[src/rtl/ext_alu_pkg.sv]
package ext_alu_pkg;

  // Select codes within each family (sel_i value)
  localparam logic [1:0] ASEL_ADD = 2'b00;
  localparam logic [1:0] ASEL_SUB = 2'b01;
  localparam logic [1:0] ASEL_INC = 2'b10;
  localparam logic [1:0] ASEL_DEC = 2'b11;

  localparam logic [1:0] LSEL_AND = 2'b00;
  localparam logic [1:0] LSEL_OR  = 2'b01;
  localparam logic [1:0] LSEL_XOR = 2'b10;
  localparam logic [1:0] LSEL_NOT = 2'b11;

  typedef enum logic {FAM_ARITH = 1'b0, FAM_LOGIC = 1'b1} family_e;

  // Three-input majority: the only gate used by the adder
  function automatic logic maj3(input logic p, input logic q, input logic r);
    return (p & q) | (q & r) | (r & p);
  endfunction

  // Per-bit second-operand shaping for arithmetic mode
  function automatic logic arith_y_bit(input logic [1:0] sel, input logic b);
    case (sel)
      ASEL_ADD: return b;
      ASEL_SUB: return ~b;
      ASEL_INC: return 1'b0;
      default:  return 1'b1;
    endcase
  endfunction

  // Carry-in shaping for arithmetic mode
  function automatic logic arith_cin(input logic [1:0] sel);
    return (sel == ASEL_SUB) || (sel == ASEL_INC);
  endfunction

  // Per-bit logic function
  function automatic logic logic_bit(input logic [1:0] sel, input logic a, input logic b);
    case (sel)
      LSEL_AND: return a & b;
      LSEL_OR:  return a | b;
      LSEL_XOR: return a ^ b;
      default:  return ~a;
    endcase
  endfunction

endpackage

[src/rtl/ext_alu_arith_shaper.sv]
module ext_alu_arith_shaper
  import ext_alu_pkg::*;
#(
  parameter int WIDTH = 16
) (
  input  logic             active_i,
  input  logic [1:0]       sel_i,
  input  logic [WIDTH-1:0] b_i,
  output logic [WIDTH-1:0] y_o,
  output logic             cin_o
);

  for (genvar i = 0; i < WIDTH; i++) begin : g_bit
    assign y_o[i] = active_i & arith_y_bit(sel_i, b_i[i]);
  end

  assign cin_o = active_i & arith_cin(sel_i);

endmodule

[src/rtl/ext_alu_logic_shaper.sv]
module ext_alu_logic_shaper
  import ext_alu_pkg::*;
#(
  parameter int WIDTH = 16
) (
  input  logic             active_i,
  input  logic [1:0]       sel_i,
  input  logic [WIDTH-1:0] a_i,
  input  logic [WIDTH-1:0] b_i,
  output logic [WIDTH-1:0] x_o
);

  for (genvar i = 0; i < WIDTH; i++) begin : g_bit
    // Arithmetic mode: operand A goes to the adder unchanged
    assign x_o[i] = active_i ? logic_bit(sel_i, a_i[i], b_i[i]) : a_i[i];
  end

endmodule

[src/rtl/ext_alu_maj_adder.sv]
module ext_alu_maj_adder
  import ext_alu_pkg::*;
#(
  parameter int WIDTH = 16
) (
  input  logic             cin_i,
  input  logic [WIDTH-1:0] x_i,
  input  logic [WIDTH-1:0] y_i,
  output logic [WIDTH-1:0] sum_o,
  output logic [WIDTH:0]   carry_o
);

  logic [WIDTH:0] c;
  assign c[0] = cin_i;

  for (genvar i = 0; i < WIDTH; i++) begin : g_slice
    logic nc_in;   // inverse of carry into this bit
    logic nc_out;  // inverse of carry out of this bit
    logic inner;
    assign c[i+1]   = maj3(x_i[i], y_i[i], c[i]);
    assign nc_in    = ~c[i];
    assign nc_out   = ~c[i+1];
    assign inner    = maj3(x_i[i], y_i[i], nc_in);
    assign sum_o[i] = maj3(inner, nc_out, c[i]);
  end

  assign carry_o = c;

endmodule

[src/rtl/ext_alu.sv]
module ext_alu
  import ext_alu_pkg::*;
#(
  parameter int WIDTH = 16
) (
  input  logic [WIDTH-1:0] a_in,
  input  logic [WIDTH-1:0] b_in,
  input  logic             mode_i,
  input  logic [1:0]       sel_i,
  output logic [WIDTH-1:0] res_o,
  output logic             cout_o
);

  family_e        fam;
  logic           arith_on;
  logic           logic_on;
  logic [WIDTH-1:0] adder_x;
  logic [WIDTH-1:0] adder_y;
  logic             adder_cin;
  logic [WIDTH:0]   carry_vec;
  logic [WIDTH-1:0] adder_sum;

  assign fam      = family_e'(mode_i);
  assign arith_on = (fam == FAM_ARITH);
  assign logic_on = (fam == FAM_LOGIC);

  ext_alu_arith_shaper #(.WIDTH(WIDTH)) u_ashp (
    .active_i (arith_on),
    .sel_i    (sel_i),
    .b_i      (b_in),
    .y_o      (adder_y),
    .cin_o    (adder_cin)
  );

  ext_alu_logic_shaper #(.WIDTH(WIDTH)) u_lshp (
    .active_i (logic_on),
    .sel_i    (sel_i),
    .a_i      (a_in),
    .b_i      (b_in),
    .x_o      (adder_x)
  );

  ext_alu_maj_adder #(.WIDTH(WIDTH)) u_add (
    .cin_i   (adder_cin),
    .x_i     (adder_x),
    .y_i     (adder_y),
    .sum_o   (adder_sum),
    .carry_o (carry_vec)
  );

  assign res_o  = adder_sum;
  assign cout_o = carry_vec[WIDTH];

endmodule

[config.mk]
export PLATFORM = sky130hd
export DESIGN_NAME = ext_alu
export DESIGN_NICKNAME = d
export VERILOG_FILES = /design/src/rtl/ext_alu_pkg.sv /design/src/rtl/ext_alu_arith_shaper.sv /design/src/rtl/ext_alu_logic_shaper.sv /design/src/rtl/ext_alu_maj_adder.sv /design/src/rtl/ext_alu.sv
export SDC_FILE = /design/constraint.sdc
export NUM_CORES = 1
export LEC_CHECK = 0
export BUFFER_PORTS_ARGS = -buffer_cell sky130_fd_sc_hd__buf_2
export CAP_MARGIN = 20
export CORE_ASPECT_RATIO = 1.2
export CORE_MARGIN = 5
export CORE_UTILIZATION = 50
export DETAILED_ROUTE_END_ITERATION = 7
export GPL_TIMING_DRIVEN = 1
export PLACE_DENSITY_LB_ADDON = 0.12
export SYNTH_ARGS = -nofsm -noshare
export SYNTH_HDL_FRONTEND = slang
export SYNTH_HIERARCHICAL = 1
export SYNTH_SLANG_ARGS = --single-unit
[constraint.sdc]
create_clock -name vclk -period 12.6
set_input_delay 1.89 -clock vclk [all_inputs]
set_output_delay 1.89 -clock vclk [all_outputs]
set_load 0.05 [all_outputs]
# [Word level (Yosys, flattened, before mapping)]
# Cells that the tools add are included.
[op_classes] n_bitwise=339 eq_ne=2 reduce_logical=2 muxes=48
[op_table] cell="1-bit bitwise AND" n=161
[op_table] cell="1-bit OR" n=112
[op_table] cell="1-bit case mux with 3 select lines" n=32
[op_table] cell="1-bit inverter" n=50
[op_table] cell="1-bit 2-to-1 mux" n=16
[op_table] cell="1-bit bitwise XOR" n=16
[op_table] cell="2-bit by 1-bit equality test with 1-bit output, second input constant" n=1
[op_table] cell="2-bit equality test, second input constant" n=1
[op_table] cell="2-bit logical NOT" n=1
[op_table] cell="1-bit logical OR" n=1
[word_totals] inputBits=35 reg_bits=0 out_inout_bits=17

# [Depth between registers and ports, before layout]
# Gate-level depths: netlist of the first run.
[depth] word_depth=55 depth_mapped=21 mapped_depth_nobuf=21

# [By module]
# Netlist of the first run, hierarchy kept.
[modules_own_cells] mod="ext_alu_logic_shaper" area_per_inst_um2=1187.4 n_inst=1 seq_area_each_um2=0.0 cells_per_inst=159
[modules_own_cells] mod="ext_alu_maj_adder" area_per_inst_um2=768.2 n_inst=1 seq_area_each_um2=0.0 cells_per_inst=65
[modules_own_cells] mod="ext_alu_arith_shaper" area_per_inst_um2=379.1 n_inst=1 seq_area_each_um2=0.0 cells_per_inst=44
[modules_own_cells] mod="ext_alu" area_per_inst_um2=3.8 n_inst=1 seq_area_each_um2=0.0 cells_per_inst=1

# [Worst setup path before layout of the first run]
# Ideal clock, no wire load.
[synth_path] path_kind="in2out" from="in sel_i[1]" to="out res_o[15]" arrival_ps=9903 setup_slack_ps=807 cell_stages=21 path_cell_list="inv_1 -> ha_1 -> buf_2 -> mux2_2 -> o21a_1 -> fa_1 -> fa_1 -> fa_1 -> fa_1 -> fa_1 -> fa_1 -> fa_1 -> fa_1 -> fa_1 -> fa_1 -> fa_1 -> fa_1 -> fa_1 -> fa_1 -> fa_1 -> fa_1"
[synth_via] elab_chain_len=55 word_cells_on_any_way=160 classes_between="eq/ne (2); mux (48); bitwise (108); reduce/logical (2)"
[synth_rtl] item="start: declaration" line="ext_alu.sv:9" rtl="input logic [1:0] sel_i,"
[synth_rtl] item="2-bit equality test (tied with other cells)" line="ext_alu_pkg.sv:23" rtl="case (sel)"
[synth_rtl] item="1-bit case mux with 3 select lines (*)" line="ext_alu_pkg.sv:23"
[synth_rtl] item="1-bit bitwise AND (*)" line="ext_alu_arith_shaper.sv:14" rtl="assign y_o[i] = active_i & arith_y_bit(sel_i, b_i[i]);"
[synth_rtl] item="via adder_y[0]" line="ext_alu.sv:18" rtl="logic [WIDTH-1:0] adder_y;"
[synth_rtl] item="1-bit bitwise AND" line="ext_alu_pkg.sv:18" rtl="return (p & q) | (q & r) | (r & p);"
[synth_rtl] item="1-bit OR (*) (2 in a row)" line="ext_alu_pkg.sv:18"
[synth_rtl] item="via carry_vec[1]" line="ext_alu.sv:20" rtl="logic [WIDTH:0] carry_vec;"
[synth_rtl] item="1-bit bitwise AND" line="ext_alu_pkg.sv:18"
[synth_rtl] item="[2 not listed]"
[synth_rtl] item="via carry_vec[2]" line="ext_alu.sv:20"
[synth_rtl] item="[3 not listed]"
[synth_rtl] item="via carry_vec[3]" line="ext_alu.sv:20"
[synth_rtl] item="[3 not listed]"
[synth_rtl] item="via carry_vec[4]" line="ext_alu.sv:20"
[synth_rtl] item="[3 not listed]"
[synth_rtl] item="via carry_vec[5]" line="ext_alu.sv:20"
[synth_rtl] item="[3 not listed]"
[synth_rtl] item="via carry_vec[6]" line="ext_alu.sv:20"
[synth_rtl] item="[3 not listed]"
[synth_rtl] item="via carry_vec[7]" line="ext_alu.sv:20"
[synth_rtl] item="[3 not listed]"
[synth_rtl] item="via carry_vec[8]" line="ext_alu.sv:20"
[synth_rtl] item="[3 not listed]"
[synth_rtl] item="via carry_vec[9]" line="ext_alu.sv:20"
[synth_rtl] item="[3 not listed]"
[synth_rtl] item="via carry_vec[10]" line="ext_alu.sv:20"
[synth_rtl] item="[3 not listed]"
[synth_rtl] item="via carry_vec[11]" line="ext_alu.sv:20"
[synth_rtl] item="[3 not listed]"
[synth_rtl] item="via carry_vec[12]" line="ext_alu.sv:20"
[synth_rtl] item="[3 not listed]"
[synth_rtl] item="via carry_vec[13]" line="ext_alu.sv:20"
[synth_rtl] item="[3 not listed]"
[synth_rtl] item="via carry_vec[14]" line="ext_alu.sv:20"
[synth_rtl] item="[3 not listed]"
[synth_rtl] item="via carry_vec[15]" line="ext_alu.sv:20"
[synth_rtl] item="1-bit inverter / 1-bit bitwise AND (equally long branches)" line="ext_alu_maj_adder.sv:21, ext_alu_pkg.sv:18"
[synth_rtl] item="1-bit bitwise AND / 1-bit OR (equally long branches)" line="ext_alu_pkg.sv:18"
[synth_rtl] item="1-bit OR" line="ext_alu_pkg.sv:18"
[synth_rtl] item="1-bit OR / 1-bit inverter (equally long branches)" line="ext_alu_pkg.sv:18, ext_alu_maj_adder.sv:22"
[synth_rtl] item="1-bit bitwise AND" line="ext_alu_pkg.sv:18"
[synth_rtl] item="1-bit OR" line="ext_alu_pkg.sv:18"
[synth_rtl] item="1-bit OR (*)" line="ext_alu_pkg.sv:18"
[synth_rtl] item="end: declaration" line="ext_alu.sv:10" rtl="output logic [WIDTH-1:0] res_o,"
# The timed path passes the listed nets; every way through them passes the cells marked *.

# [Worst setup path in the final report of the first run]
# Same ends and word-level chain as after synthesis.

==> impl_metrics.json, run 1 <==
{
  "gr-total-overflow": 0,
  "post_cts_resized": 0,
  "cap_violations": 0,
  "setup_slack_ps": 536,
  "num_rows": 27,
  "grt_usage": 0.168,
  "crit_type": "input port to output pin",
  "die_area_sq_mm": 0.00613,
  "start_kind": "input port",
  "diodes": 0,
  "finalCritPeriodShare": 0.957,
  "routedWlPerCell_microns": 13.3,
  "core_area_sq_mm": 0.00456,
  "ir_drop_v": 0.0000359,
  "place_ws_ps": 534,
  "dp_hpwl_mm": 3.98,
  "start_util": 0.511,
  "finalSetupViolCount": 0,
  "grt_pass1_vias": 1892,
  "syn_area_per_cell_sq_um": 8.70,
  "hold_viol_final": 0,
  "hold_class": "input port to output pin",
  "n_clock_buffer": 0,
  "seqCellArea_sq_um": 0,
  "max_freq_mhz": 82.9,
  "die_x_microns": 72.3,
  "power.density_mw_per_mm2": 59.6,
  "ant_nets": 0,
  "antenna_found_initial": 0,
  "crit_fanout": 6,
  "nets": 418,
  "totalWireLength_mm": 4.96,
  "grt_use_met2": 0.305,
  "drt_first_pass_iters": 4,
  "ctsHoldBuffers": 0,
  "report.final.slew_viol_count": 0,
  "seq_cells": 0,
  "grtUsageMet1": 0.234,
  "grt_pass1_wl_mm": 8.56,
  "cts_setup_buffers": 0,
  "gp_congestion": 0.752,
  "p_leak_nw": 1.40,
  "drtIter0Drc": 80,
  "synth_cells": 268,
  "grt_setup_unrepaired": "false",
  "drc": 0,
  "yosys_warnings": 6,
  "io_pins": 52,
  "outcome": "completed",
  "finalCriticalPeriod_ps": 12060,
  "io_buffers": 52,
  "critPathCaptureType": "output pin",
  "hold_ws_ps": 4560,
  "vias_per_cell": 5.00,
  "crit_arrival_ps": 10170,
  "required_ps": 10710,
  "synth_nets": 370,
  "layout-drive-gt1-share": 0.268,
  "setup_tns_ps": 0,
  "final_cell_mix": "71 x inv_1, 52 x buf_2, 35 x ha_1, 32 x fa_1, 20 x mux2_2",
  "synthesis.area_sq_mm": 0.00233,
  "vias": 1860,
  "tightest_slew_ps": 542,
  "gr-max-usage-layer": "met2",
  "met3_usage": 0.00599,
  "slew_headroom": 0.638,
  "grt_max_degree": 26,
  "die_h_microns": 84.8,
  "layout_commonest_cell": "inv_1",
  "synthToLayoutAreaGrowth_pct": 14.0
}
==> final timing paths <==
| path | startpoint | to | slack [ps] | cells after the start |
|---|---|---|---|---|
| setup / recovery | sel_i[1] | res_o[15] | 540 | 22 |
| hold / removal | a_in[15] | res_o[15] | 4560 | 6 |
==> layout make-up <==
cell class / count / area [sq um]
Inverter: 71 / 267
Tap cell: 58 / 72.6
Multi-Input combinational cell: 181 / 1980
Fill cell: 450 / 1900
Timing Repair Buffer: 62 / 335
==> worst max-delay path, cell delays in order <==
cell and delay, ps:
buf_2 180, inv_1 80, ha_1 190, mux2_2 260
o21a_1 190, fa_1 420, fa_1 430, fa_1 430
fa_1 430, fa_1 430, fa_1 440, fa_1 440
fa_1 450, fa_1 450, fa_1 460, fa_1 450
fa_1 450, fa_1 450, fa_1 450, fa_1 440
fa_1 490, buf_2 260
==> metal layers <==
| layer | part of all wire | wire length, microns | vias to the layer above |
|---|---|---|---|
| met5 | 0 | 0 | - |
| met1 | 0.45 | 2220 | 895 |
| met3 | 0.043 | 211 | 0 |
| li1 | - | - | 925 |
| met2 | 0.51 | 2540 | 40 |
| met4 | 0 | 0 | 0 |
==> stage by stage <==
stage	cell area [sq um]	utilization	instances	power [W]
6_report	2660	0.582	372	0.000158
5_1_grt	2660	0.582	372	0.000174
4_1_cts	2660	0.582	372	0.000161
3_5_place_dp	2660	0.582	372	0.000160
3_3_place_gp	2660	0.582	372	0.000159
2_1_floorplan	2330	-	268	0.000133
==> power by group <==
group	internal (W)	switching [W]
combinational	0.0000472	0.000111
sequential	0	0
clock	0	0
No activity file was read; power rests on OpenSTA's default activity.
==> run 2: changes to the inputs <==
--- a/config.mk
+++ b/config.mk
@@ -9,10 +9,11 @@
 export CAP_MARGIN = 20
 export CORE_ASPECT_RATIO = 1.2
 export CORE_MARGIN = 5
-export CORE_UTILIZATION = 50
+export CORE_UTILIZATION = 45
 export DETAILED_ROUTE_END_ITERATION = 7
 export GPL_TIMING_DRIVEN = 1
 export PLACE_DENSITY_LB_ADDON = 0.12
+export SKIP_LAST_GASP = 1
 export SYNTH_ARGS = -nofsm -noshare
 export SYNTH_HDL_FRONTEND = slang
 export SYNTH_HIERARCHICAL = 1
==> run 2 against run 1 <==
  * Clock-buffer cell count is the same
  * Die area grew 9.7%
  * Combinational power is essentially flat
==> impl_metrics.json, run 2 (same netlist as run 1, synthesis figures left out) <==
{
  "finalCriticalPeriod_ps": 12000,
  "slew_headroom": 0.634,
  "seq_cells": 0,
  "p_leak_nw": 1.40,
  "p_switching_w": 0.000111,
  "die_x_microns": 75.7,
  "layout_commonest_cell": "inv_1",
  "final_cell_mix": "71 x inv_1, 52 x buf_2, 35 x ha_1, 32 x fa_1, 20 x mux2_2",
  "grt_pass1_wl_mm": 8.75,
  "required_ps": 10710,
  "finalCritPeriodShare": 0.953,
  "critPathCaptureType": "output pin",
  "placed_area_sq_mm": 0.00266,
  "setup_tns_ps": 0,
  "post_cts_resized": 0,
  "ir_drop_v": 0.0000384,
  "hold_ws_ps": 4550,
  "design_area_sq_mm": 0.00266,
  "hold_viol_final": 0,
  "core_area_sq_mm": 0.00497,
  "sw_frac_of_total": 0.704,
  "antenna_found_initial": 0,
  "synthToLayoutAreaGrowth_pct": 14.1,
  "start_util": 0.469,
  "die_h_microns": 88.8,
  "gp_congestion": 0.742,
  "n_clock_buffer": 0,
  "report.final.slew_viol_count": 0,
  "ctsHoldBuffers": 0,
  "num_rows": 28,
  "grt_setup_unrepaired": "false",
  "max_freq_mhz": 83.3,
  "vias": 1853,
  "cap_violations": 0,
  "crit_arrival_ps": 10110,
  "io_pins": 52,
  "vias_per_cell": 4.95,
  "total_power_w": 0.000157,
  "finalSetupViolCount": 0,
  "drt_first_pass_iters": 4,
  "drtIter0Drc": 60,
  "grt_pass1_vias": 1932,
  "grt_usage": 0.159,
  "num-fill-cells": 507,
  "layout-drive-gt1-share": 0.268,
  "crit_type": "input port to output pin",
  "multi_input_area_sq_mm": 0.00198,
  "routedWlPerCell_microns": 13.1,
  "power.density_mw_per_mm2": 59.1,
  "drc": 0,
  "dp_hpwl_mm": 3.98,
  "tightest_slew_ps": 547,
  "gr-total-overflow": 0,
  "cts_setup_buffers": 0,
  "hold_class": "input port to output pin",
  "final_util": 0.534,
  "die_area_sq_mm": 0.00673,
  "start_kind": "input port",
  "pwr-share-clk": 0,
  "ant_nets": 0,
  "seqPwrFrac": 0,
  "diodes": 0,
  "crit_fanout": 20,
  "comb_power_share": 1.000,
  "seqCellArea_sq_um": 0,
  "outcome": "completed",
  "io_buffers": 52,
  "internal_power_w": 0.0000465,
  "nets": 418,
  "totalWireLength_mm": 4.90,
  "grt_max_degree": 25
}
-- run 2: cell counts in the layout (fill, tap and decap cells not counted) --
Identical to the previous run, type by type.
-- run 2: power groups by stage --
stage | logic [W] | clock network, W | registers [W]
floorplan | 0.000133 | 0 | 0
global placement | 0.000158 | 0 | 0
detailed placement | 0.000158 | 0 | 0
CTS | 0.000160 | 0 | 0
global route | 0.000174 | 0 | 0
finish | 0.000157 | 0 | 0
-- run 2: area by class of cell --
type / instances / share of cell area
inverters: 71 / 0.100
multi-input cells: 181 / 0.745
well taps: 60 / 0.0282
repair buffers: 62 / 0.126
-- run 2: metal layers --
layer	GRT usage	share of wire	up-vias
met2	0.280	0.50	33
li1	-	-	924
met3	0.00909	0.050	0
met5	0	0	-
met4	0	0	0
met1	0.228	0.45	896
-- run 2: critical path, cell delays in order --
cell and delay (ps):
buf_2 320, inv_1 220, and2_1 240, fa_1 480
fa_1 440, fa_1 440, fa_1 430, fa_1 440
fa_1 440, fa_1 440, fa_1 440, fa_1 440
fa_1 470, fa_1 450, fa_1 440, fa_1 450
fa_1 450, fa_1 440, fa_1 490, buf_2 250
-- run 2: path summary, 6_finish.rpt --
kind	cells after the start	slack, ps	to	startpoint
setup / recovery	20	600	res_o[15]	mode_i
hold / removal	5	4550	res_o[11]	a_in[11]
-- run 2: metrics by stage --
stage	instances	worst slack (ps)
floorplan	268	807
global placement	374	683
detailed placement	374	590
CTS	374	568
global route	374	305
finish	374	598
==> run 3: changes to the inputs <==
--- a/config.mk
+++ b/config.mk
@@ -12,6 +12,7 @@
 export CORE_UTILIZATION = 45
 export DETAILED_ROUTE_END_ITERATION = 7
 export GPL_TIMING_DRIVEN = 1
+export MAX_ROUTING_LAYER = met4
 export PLACE_DENSITY_LB_ADDON = 0.12
 export SKIP_LAST_GASP = 1
 export SYNTH_ARGS = -nofsm -noshare
==> run 3 against run 2 <==
  * Worst hold slack unchanged
  * Clock-buffer cell count stayed put
  * Non-clock buffer count did not move
  * Final cell count is the same
  * Combinational power is essentially flat
  * Cell area stayed put
  * Largest cell class unchanged
==> impl_metrics.json, run 3 (same netlist as run 1, synthesis figures left out) <==
{
  "outcome": "completed",
  "critical_path.slowest_cell": "fa_1",
  "slew_headroom": 0.631,
  "post_cts_resized": 0,
  "critPathTopFamily": "adder cells",
  "io_pins": 52,
  "layout_commonest_cell": "inv_1",
  "report.final.slew_viol_count": 0,
  "crit_type": "input port to output pin",
  "antenna_found_initial": 0,
  "sw_frac_of_total": 0.704,
  "vias": 1858,
  "grt_max_degree": 25,
  "cap_violations": 0,
  "start_kind": "input port",
  "dp_hpwl_mm": 3.98,
  "hold_viol_final": 0,
  "grt_usage": 0.164,
  "drc": 0,
  "gr-total-overflow": 0,
  "cts_setup_buffers": 0,
  "required_ps": 10710,
  "place_ws_ps": 590,
  "ctsHoldBuffers": 0,
  "critPathBufInv": 3,
  "internal_power_w": 0.0000466,
  "die_h_microns": 88.8,
  "die_x_microns": 75.7,
  "final_util": 0.534,
  "seqCellArea_sq_um": 0,
  "layout-drive-gt1-share": 0.268,
  "vias_per_cell": 4.97,
  "n_clock_buffer": 0,
  "crit_arrival_ps": 10110,
  "grt_pass1_wl_mm": 8.76,
  "tightest_slew_ps": 552,
  "synthToLayoutAreaGrowth_pct": 14.1,
  "min_from": "a_in[11]",
  "finalSetupViolCount": 0,
  "power.density_mw_per_mm2": 59.1,
  "max_freq_mhz": 83.3,
  "routedWlPerCell_microns": 13.1,
  "finalCritPeriodShare": 0.953,
  "seqPwrFrac": 0,
  "critPathCaptureType": "output pin",
  "ir_drop_v": 0.0000384,
  "totalWireLength_mm": 4.89,
  "grt_setup_unrepaired": "false",
  "core_area_sq_mm": 0.00497,
  "io_buffers": 52,
  "num-fill-cells": 507,
  "p_switching_w": 0.000111,
  "hold_ws_ps": 4550,
  "seq_cells": 0,
  "drtIter0Drc": 61,
  "grt_pass1_vias": 1931,
  "path_cells": "buf_2 -> inv_1 -> and2_1 -> fa_1 -> fa_1 -> fa_1 -> fa_1 -> fa_1 -> fa_1 -> fa_1 -> fa_1 -> fa_1 -> fa_1 -> fa_1 -> fa_1 -> fa_1 -> fa_1 -> fa_1 -> fa_1 -> buf_2",
  "total_power_w": 0.000157,
  "pwr-share-clk": 0,
  "die_area_sq_mm": 0.00673,
  "setup_slack_ps": 596,
  "setup_tns_ps": 0,
  "hold_class": "input port to output pin",
  "nets": 418,
  "diodes": 0,
  "max_stage_delay_ps": 490,
  "ant_nets": 0,
  "num_rows": 28,
  "comb_power_share": 1.000,
  "final_cell_mix": "71 x inv_1, 52 x buf_2, 35 x ha_1, 32 x fa_1, 20 x mux2_2",
  "finalCriticalPeriod_ps": 12000,
  "path_common_cell": "fa_1",
  "p_leak_nw": 1.40,
  "crit_fanout": 20,
  "start_util": 0.469,
  "cp-startpoint": "mode_i",
  "drt_first_pass_iters": 4,
  "gp_congestion": 0.752
}
## run 3: cell counts in the layout (fill, tap and decap cells not counted)
Identical to the previous run, type by type.
## run 3: cell type report
class              count  area, sq um  area share
repair buffers        62          335       0.126
well taps             60         75.1      0.0282
multi-input cells    181         1980       0.745
inverters             71          267       0.100
## run 3: layer usage
layer,vias up,wire (microns),part of all wire,GRT usage
li1,925,-,-,-
met4,0,0,0,0
met1,900,2270,0.46,0.230
met2,33,2420,0.49,0.280
met5,-,0,0,-
met3,0,209,0.043,0.00455
## run 3: stage by stage
step / cell area [sq um] / std cells
after floorplan: 2330 / 268
after global placement: 2660 / 374
after detailed placement: 2660 / 374
after CTS: 2660 / 374
after global routing: 2660 / 374
final: 2660 / 374
## run 3: worst paths after layout
kind	endpoint	slack (ps)	cells after the start
setup / recovery	res_o[15]	600	20
hold / removal	res_o[11]	4550	5
## run 3: power groups by stage
stage	clock network (W)	registers (W)	logic, W
5_1_grt	0	0	0.000174
4_1_cts	0	0	0.000160
3_5_place_dp	0	0	0.000158
2_1_floorplan	0	0	0.000133
3_3_place_gp	0	0	0.000158
6_report	0	0	0.000157
